--- src/rtl/pmcfg_pkg.sv ---
package pmcfg_pkg;

    localparam int CFG_AW = 6;
    localparam int CFG_DW = 32;
    localparam int CFG_NB = CFG_DW / 8;

    typedef logic [CFG_AW-1:0] cfg_dw_t;

    // dword addresses of the implemented registers
    localparam cfg_dw_t DW_PM_BASE  = 6'h10;  // 0x40
    localparam cfg_dw_t DW_SMM_CTL  = 6'h16;  // 0x58
    localparam cfg_dw_t DW_PM_EN    = 6'h20;  // 0x80, byte lane 0
    localparam cfg_dw_t DW_SMB_BASE = 6'h24;  // 0x90
    localparam cfg_dw_t DW_SMB_EN   = 6'h34;  // 0xD0, byte lane 2

    localparam int SMI_EN_BIT = 25;           // byte 0x5B bit 1

    localparam logic [7:0] APM_CMD_ACPI_ON  = 8'hF1;
    localparam logic [7:0] APM_CMD_ACPI_OFF = 8'hF0;

    typedef struct packed {
        logic [CFG_DW-1:0] pm_base;
        logic [CFG_DW-1:0] smm_ctl;
        logic [7:0]        pm_en;
        logic [CFG_DW-1:0] smb_base;
        logic [7:0]        smb_en;
    } cfg_state_t;

    function automatic logic [CFG_DW-1:0] merge_bytes(
        input logic [CFG_DW-1:0] old_v,
        input logic [CFG_DW-1:0] new_v,
        input logic [CFG_NB-1:0] be
    );
        logic [CFG_DW-1:0] r;
        for (int i = 0; i < CFG_NB; i++) begin
            r[i*8 +: 8] = be[i] ? new_v[i*8 +: 8] : old_v[i*8 +: 8];
        end
        return r;
    endfunction

endpackage

--- src/rtl/pmcfg_regs.sv ---
module pmcfg_regs
    import pmcfg_pkg::*;
#(
    parameter bit          SMM_SUPPORTED  = 1'b1,
    parameter logic [15:0] SMB_RESET_BASE = 16'hB100
) (
    input  logic              clk,
    input  logic              rst_n,
    input  logic              cfg_wr,
    input  cfg_dw_t           cfg_addr,
    input  logic [CFG_NB-1:0] cfg_be,
    input  logic [CFG_DW-1:0] cfg_wdata,
    output logic [CFG_DW-1:0] cfg_rdata,
    output cfg_state_t        state_d_o,
    output logic              pm_trig,
    output logic              smb_trig,
    output logic              smi_allowed
);

    localparam logic [CFG_DW-1:0] SMM_RST = SMM_SUPPORTED ? 32'h0 : 32'h0200_0000;
    localparam logic [CFG_DW-1:0] SMB_RST = {16'h0, SMB_RESET_BASE[15:8],
                                             SMB_RESET_BASE[7:1], 1'b1};

    cfg_state_t st_d, st_q;

    always_comb begin
        st_d = st_q;
        if (cfg_wr) begin
            unique case (cfg_addr)
                DW_PM_BASE:  st_d.pm_base  = merge_bytes(st_q.pm_base, cfg_wdata, cfg_be);
                DW_SMM_CTL:  st_d.smm_ctl  = merge_bytes(st_q.smm_ctl, cfg_wdata, cfg_be);
                DW_SMB_BASE: st_d.smb_base = merge_bytes(st_q.smb_base, cfg_wdata, cfg_be);
                DW_PM_EN:    if (cfg_be[0]) st_d.pm_en  = cfg_wdata[7:0];
                DW_SMB_EN:   if (cfg_be[2]) st_d.smb_en = cfg_wdata[23:16];
                default: ;
            endcase
        end
        st_d.pm_base[0] = 1'b1;   // read-only I/O-space indicator
    end

    always_ff @(posedge clk) begin
        if (!rst_n) begin
            st_q.pm_base  <= 32'h0000_0001;
            st_q.smm_ctl  <= SMM_RST;
            st_q.pm_en    <= 8'h00;
            st_q.smb_base <= SMB_RST;
            st_q.smb_en   <= 8'h09;
        end else begin
            st_q <= st_d;
        end
    end

    always_comb begin
        unique case (cfg_addr)
            DW_PM_BASE:  cfg_rdata = st_q.pm_base;
            DW_SMM_CTL:  cfg_rdata = st_q.smm_ctl;
            DW_PM_EN:    cfg_rdata = {24'h0, st_q.pm_en};
            DW_SMB_BASE: cfg_rdata = st_q.smb_base;
            DW_SMB_EN:   cfg_rdata = {8'h0, st_q.smb_en, 16'h0};
            default:     cfg_rdata = '0;
        endcase
    end

    assign state_d_o   = st_d;
    assign pm_trig     = cfg_wr && ((cfg_addr == DW_PM_BASE && |cfg_be) ||
                                    (cfg_addr == DW_PM_EN && cfg_be[0]));
    assign smb_trig    = cfg_wr && ((cfg_addr == DW_SMB_BASE && |cfg_be) ||
                                    (cfg_addr == DW_SMB_EN && cfg_be[2]));
    assign smi_allowed = st_q.smm_ctl[SMI_EN_BIT];

    // an enabled lane of the SMM control dword takes the written byte
    assert_smm_lane_R2: assert property (@(posedge clk) disable iff (!rst_n)
        (cfg_wr && cfg_addr == DW_SMM_CTL && cfg_be[3])
        |=> st_q.smm_ctl[31:24] == $past(cfg_wdata[31:24]));

    // the indicator bit never reads back as zero
    assert_ro_bit_R3: assert property (@(posedge clk) disable iff (!rst_n)
        (cfg_addr == DW_PM_BASE) |-> cfg_rdata[0]);

endmodule

--- src/rtl/pmcfg_window.sv ---
module pmcfg_window
    import pmcfg_pkg::*;
#(
    parameter int                IO_AW     = 16,
    parameter int                ALIGN     = 6,
    parameter logic [CFG_DW-1:0] RST_WORD  = 32'h1,
    parameter logic [7:0]        RST_EN    = 8'h00
) (
    input  logic              clk,
    input  logic              rst_n,
    input  logic              trig,
    input  logic [CFG_DW-1:0] base_word,
    input  logic [7:0]        en_byte,
    output logic [IO_AW-1:0]  base_o,
    output logic              en_o
);

    localparam logic [IO_AW-1:0] MASK = {{(IO_AW-ALIGN){1'b1}}, {ALIGN{1'b0}}};

    typedef struct packed {
        logic [IO_AW-1:0] base;
        logic             en;
    } win_t;

    win_t w_d, w_q;

    always_comb begin
        w_d = w_q;
        if (trig) begin
            w_d.base = base_word[IO_AW-1:0] & MASK;
            w_d.en   = en_byte[0];
        end
    end

    always_ff @(posedge clk) begin
        if (!rst_n) begin
            w_q.base <= RST_WORD[IO_AW-1:0] & MASK;
            w_q.en   <= RST_EN[0];
        end else begin
            w_q <= w_d;
        end
    end

    assign base_o = w_q.base;
    assign en_o   = w_q.en;

    // a covering write lands on the next edge
    assert_win_update_R4: assert property (@(posedge clk) disable iff (!rst_n)
        trig |=> (base_o == ($past(base_word[IO_AW-1:0]) & MASK)) && (en_o == $past(en_byte[0])));

    // without a covering write the window holds
    assert_win_hold_R10: assert property (@(posedge clk) disable iff (!rst_n)
        !trig |=> $stable(base_o) && $stable(en_o));

endmodule

--- src/rtl/pmcfg_apm.sv ---
module pmcfg_apm
    import pmcfg_pkg::*;
(
    input  logic       clk,
    input  logic       rst_n,
    input  logic       apm_wr,
    input  logic [7:0] apm_data,
    input  logic       smi_allowed,
    output logic       sci_en,
    output logic       smi_pulse
);

    typedef struct packed {
        logic sci;
        logic smi;
    } apm_t;

    apm_t a_d, a_q;
    logic is_acpi_cmd;

    assign is_acpi_cmd = (apm_data == APM_CMD_ACPI_ON) || (apm_data == APM_CMD_ACPI_OFF);

    always_comb begin
        a_d     = a_q;
        a_d.smi = 1'b0;
        if (apm_wr) begin
            if (apm_data == APM_CMD_ACPI_ON)  a_d.sci = 1'b1;
            if (apm_data == APM_CMD_ACPI_OFF) a_d.sci = 1'b0;
            a_d.smi = !is_acpi_cmd && smi_allowed;
        end
    end

    always_ff @(posedge clk) begin
        if (!rst_n) begin
            a_q <= '0;
        end else begin
            a_q <= a_d;
        end
    end

    assign sci_en    = a_q.sci;
    assign smi_pulse = a_q.smi;

    // ACPI on/off codes
    assert_sci_on_R7: assert property (@(posedge clk) disable iff (!rst_n)
        (apm_wr && apm_data == APM_CMD_ACPI_ON) |=> sci_en && !smi_pulse);
    assert_sci_off_R7: assert property (@(posedge clk) disable iff (!rst_n)
        (apm_wr && apm_data == APM_CMD_ACPI_OFF) |=> !sci_en && !smi_pulse);
    assert_sci_hold_R7: assert property (@(posedge clk) disable iff (!rst_n)
        !(apm_wr && is_acpi_cmd) |=> $stable(sci_en));

    // an SMI only follows an allowed non-ACPI command, and lasts one cycle
    assert_smi_cause_R8: assert property (@(posedge clk) disable iff (!rst_n)
        smi_pulse |-> $past(apm_wr) && !$past(is_acpi_cmd) && $past(smi_allowed));
    assert_smi_single_R8: assert property (@(posedge clk) disable iff (!rst_n)
        (smi_pulse && !apm_wr) |=> !smi_pulse);

endmodule

--- src/rtl/pmcfg_top.sv ---
module pmcfg_top
    import pmcfg_pkg::*;
#(
    parameter bit          SMM_SUPPORTED  = 1'b1,
    parameter logic [15:0] SMB_RESET_BASE = 16'hB100,
    parameter int          IO_AW          = 16,
    parameter int          WIN_ALIGN      = 6
) (
    input  logic              clk,
    input  logic              rst_n,
    input  logic              cfg_wr,
    input  logic [CFG_AW-1:0] cfg_addr,
    input  logic [CFG_NB-1:0] cfg_be,
    input  logic [CFG_DW-1:0] cfg_wdata,
    output logic [CFG_DW-1:0] cfg_rdata,
    input  logic              apm_wr,
    input  logic [7:0]        apm_data,
    output logic [IO_AW-1:0]  pm_base,
    output logic              pm_en,
    output logic [IO_AW-1:0]  smb_base,
    output logic              smb_en,
    output logic              sci_en,
    output logic              smi_pulse
);

    localparam logic [CFG_DW-1:0] SMB_RST_WORD = {16'h0, SMB_RESET_BASE[15:1], 1'b1};

    cfg_state_t cfg_d;
    logic       pm_trig, smb_trig, smi_allowed;

    pmcfg_regs #(
        .SMM_SUPPORTED (SMM_SUPPORTED),
        .SMB_RESET_BASE(SMB_RESET_BASE)
    ) u_regs (
        .clk        (clk),
        .rst_n      (rst_n),
        .cfg_wr     (cfg_wr),
        .cfg_addr   (cfg_addr),
        .cfg_be     (cfg_be),
        .cfg_wdata  (cfg_wdata),
        .cfg_rdata  (cfg_rdata),
        .state_d_o  (cfg_d),
        .pm_trig    (pm_trig),
        .smb_trig   (smb_trig),
        .smi_allowed(smi_allowed)
    );

    pmcfg_window #(
        .IO_AW   (IO_AW),
        .ALIGN   (WIN_ALIGN),
        .RST_WORD(32'h0000_0001),
        .RST_EN  (8'h00)
    ) u_pm_win (
        .clk      (clk),
        .rst_n    (rst_n),
        .trig     (pm_trig),
        .base_word(cfg_d.pm_base),
        .en_byte  (cfg_d.pm_en),
        .base_o   (pm_base),
        .en_o     (pm_en)
    );

    pmcfg_window #(
        .IO_AW   (IO_AW),
        .ALIGN   (WIN_ALIGN),
        .RST_WORD(SMB_RST_WORD),
        .RST_EN  (8'h09)
    ) u_smb_win (
        .clk      (clk),
        .rst_n    (rst_n),
        .trig     (smb_trig),
        .base_word(cfg_d.smb_base),
        .en_byte  (cfg_d.smb_en),
        .base_o   (smb_base),
        .en_o     (smb_en)
    );

    pmcfg_apm u_apm (
        .clk        (clk),
        .rst_n      (rst_n),
        .apm_wr     (apm_wr),
        .apm_data   (apm_data),
        .smi_allowed(smi_allowed),
        .sci_en     (sci_en),
        .smi_pulse  (smi_pulse)
    );

endmodule

--- config.mk ---
export PLATFORM = sky130hd
export DESIGN_NAME = pmcfg_top
export DESIGN_NICKNAME = d
export VERILOG_FILES = /design/src/rtl/pmcfg_pkg.sv /design/src/rtl/pmcfg_regs.sv /design/src/rtl/pmcfg_window.sv /design/src/rtl/pmcfg_apm.sv /design/src/rtl/pmcfg_top.sv
export SDC_FILE = /design/constraint.sdc
export NUM_CORES = 1
export LEC_CHECK = 0
export CAP_MARGIN = 25
export CELL_PAD_IN_SITES_DETAIL_PLACEMENT = 1
export CELL_PAD_IN_SITES_GLOBAL_PLACEMENT = 1
export CORE_MARGIN = 2
export CORE_UTILIZATION = 41
export DETAILED_ROUTE_END_ITERATION = 8
export GPL_TIMING_DRIVEN = 0
export MAX_ROUTING_LAYER = met4
export PLACE_DENSITY_LB_ADDON = 0.1
export SKIP_LAST_GASP = 1
export SYNTH_ARGS = -nofsm -noshare
export SYNTH_HDL_FRONTEND = slang
export SYNTH_HIERARCHICAL = 1
export SYNTH_SLANG_ARGS = --single-unit
--- constraint.sdc ---
create_clock -name clk -period 2.8 [get_ports clk]
set_input_delay 0.56 -clock clk [delete_from_list [all_inputs] [get_ports clk]]
set_output_delay 0.56 -clock clk [all_outputs]
set_load 0.05 [all_outputs]
### Word-level counts from Yosys, hierarchy flattened

Cells that the tools add are included.
Widths: inputs -> output; s select.

| operators by class | value |
|---|---|
| reductions and logical operators | 27 |
| mux-type cells | 23 |
| equal/unequal tests | 7 |

Operators by type and width:

| operator | number |
|---|---|
| $pmux 32 s5 | 1 |
| $mux 8 | 16 |
| $mux 112 | 1 |
| $mux 32 | 3 |
| $reduce_and 3->1 | 12 |
| $eq 6x6->1 const B | 3 |
| $eq 8x8->1 const B | 2 |
| $eq 6x5->1 const B | 2 |
| $logic_and 1x1->1 | 7 |
| $reduce_and 2->1 | 2 |
| $reduce_or 4->1 | 1 |
| $logic_or 1x1->1 | 3 |
| $mux 1 | 2 |
| $reduce_bool 2->1 | 1 |
| $logic_not 1->1 | 1 |

| word-level totals | value |
|---|---|
| logic and storage cells | 80 |
| register bits after elaboration | 136 |
| input port bits | 54 |

### Logic depth before layout (Yosys ltp)

Gate-level depths: netlist of run 1.

| logic depth | value |
|---|---|
| depth in word-level cells | 4 |
| gate-level depth with buffers | 9 |
| mapped depth without buffers | 5 |

### Cells and area by module

The synthesis of run 1 kept the hierarchy.

Modules (own cells, without submodules):

| module | area an instance (µm²) | sequential area each (µm²) | times used | cells an instance |
|---|---|---|---|---|
| pmcfg_regs | 6396.1 | 2222.1 | 1 | 683 |
| pmcfg_window at u_pm_win | 462.9 | 220.2 | 1 | 42 |
| pmcfg_window at u_smb_win | 450.4 | 220.2 | 1 | 42 |
| pmcfg_apm | 97.6 | 40.0 | 1 | 11 |

### Least setup slack after synthesis of run 1

No wires, ideal clock.

| path | value |
|---|---|
| path type | input port to output port |
| from | input port cfg_addr[4] |
| to | output port cfg_rdata[1] |
| required time | 2.240 ns |
| arrival | 2.296 ns |
| stages | 5 |
| slack | -0.056 ns |
| cell sequence | nor4b_1 clkbuf_1 clkbuf_1 nand3_1 nand4b_1 |

| on the way | value |
|---|---|
| cells in the longest elaborated chain, start to end | 2 |

RTL lines:

| item | RTL line | text |
|---|---|---|
| start: declaration | pmcfg_top.sv:12 | `input logic [CFG_AW-1:0] cfg_addr,` |
| $eq 6x6->1 / $eq 6x5->1 (equally long branches) | pmcfg_regs.sv:54 | `unique case (cfg_addr)` |
| $pmux 32 s5 (*) | pmcfg_regs.sv:54 |  |
| end: declaration | pmcfg_top.sv:15 | `output logic [CFG_DW-1:0] cfg_rdata,` |

Mark *: on every way between the ends. The rest lies on a longest branch, timed or not.

### Worst setup path in the final report of run 1

| path | value |
|---|---|
| from | input port cfg_addr[1] |
| to | output port cfg_rdata[23] |

Same word-level chain as after synthesis.

==> flow_metrics.py, run 1 <==
metrics = {
    "timing": {
        "fin_skew_ns": 0.00427,
        "finalSetupTns_ns": 0,
        "setup_ws_ns": 0.0465,
        "fmax_ghz": 0.363,
        "fin_crit_sh_pct": 98.3,
        "slew_viol_final": 0,
        "tightestPinTransition_ns": 0.908,
        "fin_crit_ns": 2.75,
        "slew_headroom_pct": 39.2,
        "setup_viol": 0,
        "hold_viol": 0,
    },
    "global_routing": {
        "overflow": 0,
        "grt_max_degree": 17,
        "first_global_vias": 6261,
        "grt_pass1_wl_um": 33800,
        "grt_antenna_before_repair": 0,
        "grt.total_usage_pct": 27.7,
    },
    "route": {
        "drt-pass1-iter-count": 5,
        "drtIter0Drc": 282,
        "num_vias": 5668,
        "drc_errors": 0,
        "avgViaCountPerCell": 5.52,
        "ant_nets": 0,
        "avgRoutedWirePerCell_um": 21.1,
        "wl_um": 21700,
    },
    "die": {
        "die_area_mm2": 0.0166,
        "fp-row-count": 45,
        "fp.dieH_um": 129,
        "num_io_pins": 122,
        "die_w_um": 129,
        "start_util_pct": 42.0,
        "core_mm2": 0.0152,
    },
    "hold_path": {
        "min-delay-path-class": "reg2reg",
    },
    "run_status": {
        "status": "finished, final reports clean",
    },
    "cells_and_area": {
        "fin_cells": 1026,
        "syn_to_final_growth_pct": 31.4,
        "num-fill-cells": 1743,
        "drive_above_1_share_pct": 18.6,
        "final_cell_mix": "nand2_1, dfxtp_1, mux2i_1",
        "multi_input_area_mm2": 0.00343,
        "seq_area_mm2": 0.00270,
        "antennaDiodeCount": 0,
        "final_net_count": 883,
        "final_common_cell": "nand2_1",
    },
    "pwr": {
        "power_density_mw_per_mm2": 518,
        "power_frac_clock_pct": 47.5,
        "p_sw_w": 0.00102,
        "seq_power_share_pct": 44.4,
        "power_w": 0.00434,
        "ir_drop_v": 0.000439,
        "power.internal_w": 0.00332,
        "power.share.combinational_pct": 8.1,
        "p_leak_nw": 3.72,
        "p_sw_share_pct": 23.5,
    },
    "placement": {
        "pre_cts_ws_ns": -1.67,
        "port_buffers": 109,
        "place_congestion": 0.822,
        "hpwlAfterDp_um": 15100,
        "dp.cells": 994,
    },
    "clocking": {
        "cts_hold_buf": 0,
        "root_buffer": "clkbuf_16",
        "clockBufferDepth": 2,
        "cts.clk_slew.worst_paths_ns": 0.06,
        "clk_latency_ns": 0.41,
        "cts.sinks": 135,
        "h-tree-depth": 4,
        "cts_made_buffers": 17,
        "cts_tree": "yes",
    },
    "critical_path": {
        "cp-end-kind": "output port",
        "cp_data_required_time_ns": 2.24,
        "setup.worst_path.start_class": "input port",
        "crit_type": "in2out",
        "crit_path_max_fanout": 10,
        "worstPathArrival_ns": 2.19,
    },
    "logic_synthesis": {
        "yosysWarnings": 6,
        "syn_avg_cell_area_um2": 9.30,
        "syn-cell-area_mm2": 0.00638,
        "synthCells": 686,
    },
    "flow_run": {
        "cap_violations": 0,
    },
}
[power groups by stage]
stage | combinational, W | sequential, W | clock [W]
finish | 0.000350 | 0.00193 | 0.00206
global route | 0.000369 | 0.00193 | 0.00217
CTS | 0.000346 | 0.00193 | 0.00210
detailed placement | 0.000328 | 0.00197 | 0
global placement | 0.000321 | 0.00197 | 0
floorplan | 0.000161 | 0.00197 | 0
[layer usage]
layer | share of wire [%] | track usage, % | wire, µm | vias to the layer above
met5 | 0 | - | 0 | -
met4 | 1.4 | 9.08 | 307 | 0
met3 | 5.8 | 6.15 | 1270 | 28
met2 | 50 | 47.7 | 10900 | 188
met1 | 43 | 32.1 | 9210 | 2791
li1 | - | - | - | 2661
[sequential cells by signal, summed over array words and instances (netlist names)]
name,cells
u_pm_win/base_o,10
u_apm/smi_pulse,1
u_regs/st_q,110
u_pm_win/en_o,1
u_apm/sci_en,1
u_regs/smi_allowed,1
u_smb_win/en_o,1
u_smb_win/base_o,10
[timing repair]
action	in CTS	in global routing
pin swaps	4	2
resized for setup	239	24
endpoints found under the setup margin	53	33
buffers inserted	4	4
gates cloned	0	0
[cell type report]
type	instances	share of cell area (%)
Inverter	2	0.0895
Timing Repair Buffer	118	12.7
Clock buffer	24	5.74
Sequential cell	135	32.2
Tap cell	188	2.80
Clock inverter	4	0.567
Multi-Input combinational cell	488	40.8
Buffer	67	5.04
[through the flow]
stage	util, %	hold WS [ns]	area, µm²
final	55.2	0.456	8390
after global routing	55.2	0.469	8390
after CTS	54.9	0.457	8350
after detailed placement	51.1	0.449	7760
after global placement	51.0	0.438	7750
after floorplan	-	0.430	6430
[path summary, 6_finish.rpt]
check	startpoint	endpoint	slack, ns	cells past startpoint
max reg2reg	u_regs/st_q[0]$_SDFF_PN1_	u_smb_win/en_o$_SDFFE_PN1P_	1.82	3
min reg2reg	u_regs/st_q[7]$_SDFF_PN0_	u_regs/st_q[7]$_SDFF_PN0_	0.46	2
min	u_regs/st_q[7]$_SDFF_PN0_	u_regs/st_q[7]$_SDFF_PN0_	0.46	2
max	cfg_addr[1]	cfg_rdata[23]	0.05	7
[critical path: stages]
cell	delay, ns
clkdlybuf4s15_2	0.29
nor4b_4	0.40
buf_4	0.18
clkbuf_4	0.22
and3_1	0.19
a2111o_1	0.09
buf_2	0.25
(Power assumes the default switching activity.)
==> inputs of run 2 (changes only) <==
Settings changed: CORE_MARGIN 2 to 10.
==> flow_metrics.py, run 2 (synthesized netlist as in run 1, its figures left out) <==
metrics = {
    "run_status": {
        "status": "finished, final reports clean",
    },
    "critical_path": {
        "crit_path_max_fanout": 10,
        "setup.worst_path.start_class": "input port",
        "critPathBufInv": 4,
        "cp_common_cell": "buf_4",
        "cpPeakStageDelay_ns": 0.36,
        "path_cells": "clkdlybuf4s15_2 -> nor4b_4 -> buf_4 -> clkbuf_4 -> and3_1 -> a221o_1 -> buf_4",
        "cp_data_required_time_ns": 2.24,
        "cp-end-kind": "output port",
        "crit_type": "in2out",
        "crit_slowest_cell": "nor4b_4",
        "cpLargestDelayFamily": "buffers and inverters",
        "worstPathArrival_ns": 2.18,
    },
    "timing": {
        "slew_headroom_pct": 37.6,
        "fin_crit_ns": 2.74,
        "fin_skew_ns": 0.00388,
        "fin_crit_sh_pct": 97.7,
        "setup_ws_ns": 0.0645,
        "fmax_ghz": 0.366,
        "setup_viol": 0,
        "tightestPinTransition_ns": 0.931,
        "slew_viol_final": 0,
        "hold_viol": 0,
    },
    "clocking": {
        "clockBufferDepth": 2,
        "cts_tree": "yes",
        "root_buffer": "clkbuf_16",
        "cts.clk_slew.worst_paths_ns": 0.06,
        "h-tree-depth": 4,
        "clk_latency_ns": 0.42,
        "cts_made_buffers": 17,
        "cts.sinks": 135,
    },
    "pwr": {
        "p_leak_nw": 3.76,
        "power_density_mw_per_mm2": 535,
        "p_sw_share_pct": 24.7,
        "ir_drop_v": 0.000440,
        "power.internal_w": 0.00342,
        "power.share.combinational_pct": 7.7,
        "power_frac_clock_pct": 49.8,
        "seq_power_share_pct": 42.5,
        "p_sw_w": 0.00112,
    },
    "die": {
        "die_area_mm2": 0.0210,
        "num_io_pins": 122,
        "start_util_pct": 42.0,
        "fp-row-count": 45,
        "fp.dieH_um": 145,
        "die_w_um": 145,
        "core_mm2": 0.0152,
    },
    "cells_and_area": {
        "final_net_count": 887,
        "final_common_cell": "nand2_1",
        "fin_area_mm2": 0.00848,
        "syn_to_final_growth_pct": 32.8,
        "final_cell_mix": "nand2_1, dfxtp_1, mux2i_1",
        "drive_above_1_share_pct": 19.9,
        "regMostFlops": "u_regs/st_q",
        "largest_register_ffs": 110,
        "antennaDiodeCount": 0,
    },
    "global_routing": {
        "grt.total_usage_pct": 22.2,
        "grt_pass1_wl_um": 34500,
        "overflow": 0,
        "first_global_vias": 6244,
        "grt_max_degree": 17,
        "grt_antenna_before_repair": 0,
    },
    "route": {
        "drtIter0Drc": 403,
        "num_vias": 5712,
        "drc_errors": 0,
        "drt-pass1-iter-count": 5,
        "avgRoutedWirePerCell_um": 21.9,
        "avgViaCountPerCell": 5.52,
        "ant_nets": 0,
        "wl_um": 22700,
    },
    "placement": {
        "port_buffers": 109,
        "place_congestion": 0.843,
        "hpwlAfterDp_um": 16000,
        "pre_cts_ws_ns": -1.66,
        "place_area_mm2": 0.00776,
    },
    "flow_run": {
        "cap_violations": 0,
    },
    "hold_path": {
        "min-delay-path-class": "reg2reg",
    },
}
[run 2: changes by cell type in the layout (fill, tap and decap cells not counted), moves of 2 or more]
cell	change
inv_6	+2
clkinvlp_4	+4
clkbuf_1	-4
clkinv_4	+3
buf_4	+3
[run 2: routing by layer]
metal  part of all wire (%)  up-vias  GRT usage (%)
met3                    5.3       25           5.61
met4                    1.4        0           6.17
met2                     50      162           37.1
met1                     43     2848           26.0
li1                       -     2677              -
met5                      0        -              -
[run 2: worst register-to-register path, cell delays in order, from the launching register on]
cell and delay, ns:
dfxtp_1 0.34, mux2_2 0.29, mux2i_1 0.17, nand2_1 0.07
[run 2: metrics by stage]
step | total power (W) | hold slack, ns | util [%] | std cells | setup TNS, ns
5_1_grt | 0.00468 | 0.467 | 55.8 | 1034 | -0.00949
3_5_place_dp | 0.00230 | 0.448 | 51.1 | 994 | -70.46
2_1_floorplan | 0.00213 | 0.430 | - | 696 | 0
4_1_cts | 0.00456 | 0.456 | 55.4 | 1029 | -0.0170
3_3_place_gp | 0.00229 | 0.438 | 51.0 | 993 | -68.66
6_report | 0.00454 | 0.457 | 55.8 | 1034 | 0
[run 2: final cells by class]
cell class,instances,area [µm²]
well taps,188,235
clock inverters,13,146
clock buffers,19,453
repair buffers,120,1070
fillers,1743,6720
inverters,2,7.51
plain buffers,69,435
multi-input cells,488,3430
flip-flops and latches,135,2700
[run 2: what timing repair did]
item | 4_1_cts | 5_1_grt
pin swaps | 3 | 3
hold buffers | 0 | 0
hold endpoints to repair | 0 | 0
resized for setup | 244 | 22
endpoints found under the setup margin | 53 | 34
setup buffers | 4 | 6
[run 2: path summary, 6_finish.rpt]
| kind | startpoint | endpoint | slack (ns) | cells past startpoint |
|---|---|---|---|---|
| setup / recovery | cfg_addr[0] | cfg_rdata[11] | 0.06 | 7 |
| hold / removal | u_regs/st_q[34]$_SDFF_PN0_ | u_regs/st_q[34]$_SDFF_PN0_ | 0.46 | 2 |
| hold reg to reg | u_regs/st_q[34]$_SDFF_PN0_ | u_regs/st_q[34]$_SDFF_PN0_ | 0.46 | 2 |
| setup reg to reg | u_regs/st_q[0]$_SDFF_PN1_ | u_smb_win/en_o$_SDFFE_PN1P_ | 1.79 | 3 |
[run 2: power groups by stage]
stage,clock network [W],registers [W],logic (W)
after global routing,0.00238,0.00193,0.000372
after CTS,0.00229,0.00193,0.000346
final,0.00226,0.00193,0.000351
after detailed placement,0,0.00197,0.000329
after global placement,0,0.00197,0.000321
after floorplan,0,0.00197,0.000161
